<file path="src/rtl/flash_irq_pkg.sv">
package flash_irq_pkg;
  localparam int REG_AW = 3;

  typedef enum logic [REG_AW-1:0] {
    SEL_DONE     = 3'd0,
    SEL_DONE_CLR = 3'd1,
    SEL_MASK     = 3'd2,
    SEL_PEND     = 3'd3,
    SEL_PEND_CLR = 3'd4
  } reg_sel_e;
endpackage

</file>
<file path="src/rtl/irq_edge_sync.sv">
module irq_edge_sync #(
  parameter int NLINE  = 2,
  parameter int STAGES = 2
) (
  input  logic             clk,
  input  logic             rst,
  input  logic [NLINE-1:0] line_in,
  output logic [NLINE-1:0] rise
);
  localparam int DEPTH = STAGES + 1;

  for (genvar g = 0; g < NLINE; g++) begin : g_line
    logic [DEPTH-1:0] chain;

    always_ff @(posedge clk) begin
      if (rst) chain <= '0;
      else     chain <= {chain[DEPTH-2:0], line_in[g]};
    end

    assign rise[g] = chain[DEPTH-2] & ~chain[DEPTH-1];
  end
endmodule

</file>
<file path="src/rtl/irq_sticky_layer.sv">
module irq_sticky_layer #(
  parameter int N = 2
) (
  input  logic         clk,
  input  logic         rst,
  input  logic [N-1:0] set_i,
  input  logic [N-1:0] clr_i,
  output logic [N-1:0] q,
  output logic [N-1:0] q_next
);
  // set has priority over a simultaneous clear
  assign q_next = (q & ~clr_i) | set_i;

  always_ff @(posedge clk) begin
    if (rst) q <= '0;
    else     q <= q_next;
  end
endmodule

</file>
<file path="src/rtl/irq_regbus.sv">
module irq_regbus
  import flash_irq_pkg::*;
#(
  parameter int N  = 2,
  parameter int DW = 32
) (
  input  logic              clk,
  input  logic              rst,
  input  logic              we,
  input  logic [REG_AW-1:0] addr,
  input  logic [DW-1:0]     wdata,
  input  logic [N-1:0]      done,
  input  logic [N-1:0]      pend,
  output logic [N-1:0]      done_clr,
  output logic [N-1:0]      pend_clr,
  output logic [N-1:0]      mask,
  output logic [DW-1:0]     rdata
);
  reg_sel_e      sel;
  logic [DW-1:0] rd_next;

  assign sel      = reg_sel_e'(addr);
  assign done_clr = (we && sel == SEL_DONE_CLR) ? wdata[N-1:0] : '0;
  assign pend_clr = (we && sel == SEL_PEND_CLR) ? wdata[N-1:0] : '0;

  always_ff @(posedge clk) begin
    if (rst)                       mask <= '1;
    else if (we && sel == SEL_MASK) mask <= wdata[N-1:0];
  end

  always_comb begin
    rd_next = '0;
    case (sel)
      SEL_DONE: rd_next[N-1:0] = done;
      SEL_MASK: rd_next[N-1:0] = mask;
      SEL_PEND: rd_next[N-1:0] = pend;
      default:  rd_next = '0;
    endcase
  end

  always_ff @(posedge clk) begin
    if (rst) rdata <= '0;
    else     rdata <= rd_next;
  end
endmodule

</file>
<file path="src/rtl/flash_irq_capture.sv">
module flash_irq_capture
  import flash_irq_pkg::*;
#(
  parameter int NCHIP       = 2,
  parameter int DW          = 32,
  parameter int SYNC_STAGES = 2
) (
  input  logic              clk,
  input  logic              rst,
  input  logic [NCHIP-1:0]  dev_int,
  input  logic              bus_we,
  input  logic [REG_AW-1:0] bus_addr,
  input  logic [DW-1:0]     bus_wdata,
  output logic [DW-1:0]     bus_rdata,
  output logic              irq
);
  logic [NCHIP-1:0] rise;
  logic [NCHIP-1:0] done, done_next, done_clr;
  logic [NCHIP-1:0] pend, pend_next, pend_clr, pend_set;
  logic [NCHIP-1:0] mask;

  irq_edge_sync #(.NLINE(NCHIP), .STAGES(SYNC_STAGES)) u_sync (
    .clk(clk), .rst(rst), .line_in(dev_int), .rise(rise)
  );

  irq_sticky_layer #(.N(NCHIP)) u_done (
    .clk(clk), .rst(rst), .set_i(rise), .clr_i(done_clr),
    .q(done), .q_next(done_next)
  );

  assign pend_set = done & ~mask;

  irq_sticky_layer #(.N(NCHIP)) u_pend (
    .clk(clk), .rst(rst), .set_i(pend_set), .clr_i(pend_clr),
    .q(pend), .q_next(pend_next)
  );

  irq_regbus #(.N(NCHIP), .DW(DW)) u_regs (
    .clk(clk), .rst(rst), .we(bus_we), .addr(bus_addr), .wdata(bus_wdata),
    .done(done), .pend(pend), .done_clr(done_clr), .pend_clr(pend_clr),
    .mask(mask), .rdata(bus_rdata)
  );

  always_ff @(posedge clk) begin
    if (rst) irq <= 1'b0;
    else     irq <= |pend_next;
  end

  logic unused_ok;
  assign unused_ok = ^done_next;
endmodule

</file>
<file path="config.mk">
export PLATFORM = sky130hd
export DESIGN_NAME = flash_irq_capture
export DESIGN_NICKNAME = d
export VERILOG_FILES = /design/src/rtl/flash_irq_pkg.sv /design/src/rtl/irq_edge_sync.sv /design/src/rtl/irq_sticky_layer.sv /design/src/rtl/irq_regbus.sv /design/src/rtl/flash_irq_capture.sv
export SDC_FILE = /design/constraint.sdc
export NUM_CORES = 1
export LEC_CHECK = 0
export ABC_CLOCK_PERIOD_IN_PS = 3100
export BUFFER_PORTS_ARGS = -buffer_cell sky130_fd_sc_hd__buf_2
export CAP_MARGIN = 25
export CORE_AREA = 2 2 49 51
export DETAILED_ROUTE_END_ITERATION = 12
export DIE_AREA = 0 0 51 53
export GPL_TIMING_DRIVEN = 0
export HOLD_SLACK_MARGIN = 0.05
export PLACE_DENSITY = 0.81
export SYNTH_ARGS = -nofsm -noshare
export SYNTH_HDL_FRONTEND = slang
export SYNTH_SLANG_ARGS = --single-unit
export TNS_END_PERCENT = 1
</file>
<file path="constraint.sdc">
create_clock -name clk -period 3.1 [get_ports clk]
set_clock_uncertainty 0.2 [all_clocks]
set_input_delay 0.31 -clock clk [delete_from_list [all_inputs] [get_ports clk]]
set_output_delay 0.31 -clock clk [all_outputs]
set_load 0.02 [all_outputs]
</file>
==> impl_metrics.ini <==
[drt]
post_drt_wl_per_cell_um = 7.72
vias = 623
postRouteAntennaNets = 0
viasPerCell = 3.85
drt-total-wl_um = 1250
drc = 0
dr.first_iter.drc_count = 5
drt-pass1-iter-count = 4

[logic_synthesis]
ys_seq_area_frac = 0.366
synthTopCellsByArea = dfxtp_1, buf_4, nor2b_1
yosys-top-cells-count = buf_4, dfxtp_1, nor2b_1
synth_cell_type_count = 20
syn-cell-area_um2 = 820
yosysMostFrequentCell = buf_4
synth-main-ff-cell = dfxtp_1
syn-instance-count = 86
synth_top_area_frac = 0.366
synthArstFlopShare = 0
yosys_warnings = 0
yosys.area.top_type = dfxtp_1
syn_avg_cell_area_um2 = 9.53
synth_edf_count = 0
ys_seq_elements = 15

[power]
leakage_nw = 0.569
vdd_drop_max_uv = 276
p_per_area_mw_per_mm2 = 374

[setup_path]
cp-start-kind = input pin
cp-end-kind = flop
r2r_start = u_regs.mask[1]$_SDFFE_PP1P_
startpoint = rst
crit_arrival_ps = 1640
critical_path_required_ps = 3080
r2r_cells = 3
cp_max_fo = 10
path_class = in2reg

[timing]
clock.fmax_mhz = 603
rsz0062_at_grt = no
slew_violations = 0
hold_violations = 0
period_share = 0.535
setup-tns-final_ps = 0
finalCriticalPeriod_ps = 1660
finalSetupViolCount = 0

[cells_and_area]
antennaDiodeCount = 0
final_net_count = 175
fill_cells = 185
multiInputGateArea_um2 = 387
fin_util = 0.503
drive_gt1_frac = 0.403
area_growth_pct = 31.8
regArea_um2 = 300

[die]
pin_count = 73
core_mm2 = 0.00215
rows = 17
die_w_um = 51
die_y_um = 53
die-area_mm2 = 0.00270
start_util = 0.381

[grt]
grt_max_degree = 11
antenna_found_initial = 0
grt_pass1_vias = 473
grt_pass1_wl_um = 1880
grt_use_total = 0.0933
gr-total-overflow = 0

[worst_hold_path]
hp-start = dev_int[1]
hold_depth = 2
hp-class = in2reg

[place]
port-buffer-count = 12
dp_hpwl_um = 1030
place_congestion = 0.796

[run]
drv_cap = 0

[cts]
clkLatencyLatePin_ps = 280
cts_root_buf = clkbuf_4
htree_num_levels = 1
numCtsBuffers = 3
tritoncts = yes
post_cts_resized = 0
cts_buffer_depth = 2
cts.clk_slew.worst_paths_ps = 80
cts_sinks = 15

[run_status]
status = finished clean
-- layout by cell type (no fill, tap or decap) --
master,Yosys,routed
nor2_1,3,3
mux2i_1,2,2
mux2_2,2,2
conb_1,1,30
clkbuf_1,0,1
clkbuf_4,0,3
o41ai_2,1,1
and2b_1,1,1
buf_4,30,30
o31ai_2,1,1
a21bo_2,2,2
o21ai_0,2,2
and4bb_1,1,1
dlygate4sd3_1,0,3
a22oi_1,2,2
nor3_1,2,2
nand2_1,4,4
a32o_1,2,2
and4bb_2,2,2
nor2b_1,9,9
buf_2,1,13
dfxtp_1,15,15
inv_1,3,3
-- path summary, 6_finish.rpt --
check,slack (ps),end
worst max-delay path,1440,u_pend.q[1]$_SDFF_PP0_
worst min-delay path,60,u_sync.g_line[1].chain[0]$_SDFF_PP0_
worst max register to register,1760,irq$_SDFF_PP0_
worst min register to register,250,u_sync.g_line[0].chain[1]$_SDFF_PP0_
-- what timing repair did --
action,CTS,global route
buffers inserted,0,0
hold buffers,3,0
endpoints found under the hold margin,4,0
-- cell type report --
class | count | area share
Timing Repair Buffer | 15 | 0.0834
Sequential cell | 15 | 0.278
Buffer | 31 | 0.213
Multi-Input combinational cell | 66 | 0.358
Tap cell | 28 | 0.0324
Inverter | 3 | 0.0104
Clock buffer | 4 | 0.0243
-- per-stage QoR --
stage	instance area (um^2)	std cells	hold WS (ps)	worst slack [ps]	total power [mW]
3_5_place_dp	1020	155	227	1700	0.296
6_report	1080	162	58.1	1440	0.404
3_3_place_gp	1020	155	220	1720	0.295
4_1_cts	1080	162	52.5	1470	0.408
5_1_grt	1080	162	65.7	1410	0.429
2_1_floorplan	928	115	189	1890	0.283
-- flip-flops by register name, indices dropped and copies added (netlist names) --
name                 flops
u_sync.g_line.chain      6
u_regs.rdata             2
u_regs.mask              2
u_done.q                 2
irq                      1
u_pend.q                 2
-- power by group --
| group | internal, mW | switching [mW] | total, mW |
|---|---|---|---|
| Sequential | 0.199 | 0.00263 | 0.202 |
| Combinational | 0.0424 | 0.0515 | 0.0939 |
| Clock | 0.0499 | 0.0588 | 0.109 |
-- kinds of logic (layout without fill, tap and decap cells) --
family          after synthesis  in the layout  synth area share
buf+inv                      34             53             0.295
simple gates                 22             22             0.168
flops                        15             15             0.366
compound gates               10             10             0.115
mux                           4              4            0.0519
other cells                   1             30           0.00458
-- worst max-delay path: stages --
cell and delay, ps:
dlygate4sd3_1 520, buf_2 110, buf_2 210, inv_1 150, o21ai_0 110, a21bo_2 240
-- layer usage --
metal	part of all wire	global-route usage	vias up
met5	0	0	-
met4	0	0.0270	0
met3	0.14	0.0452	0
met2	0.45	0.169	44
met1	0.41	0.0947	256
li1	-	-	323
No activity file was read; power rests on OpenSTA's default activity.
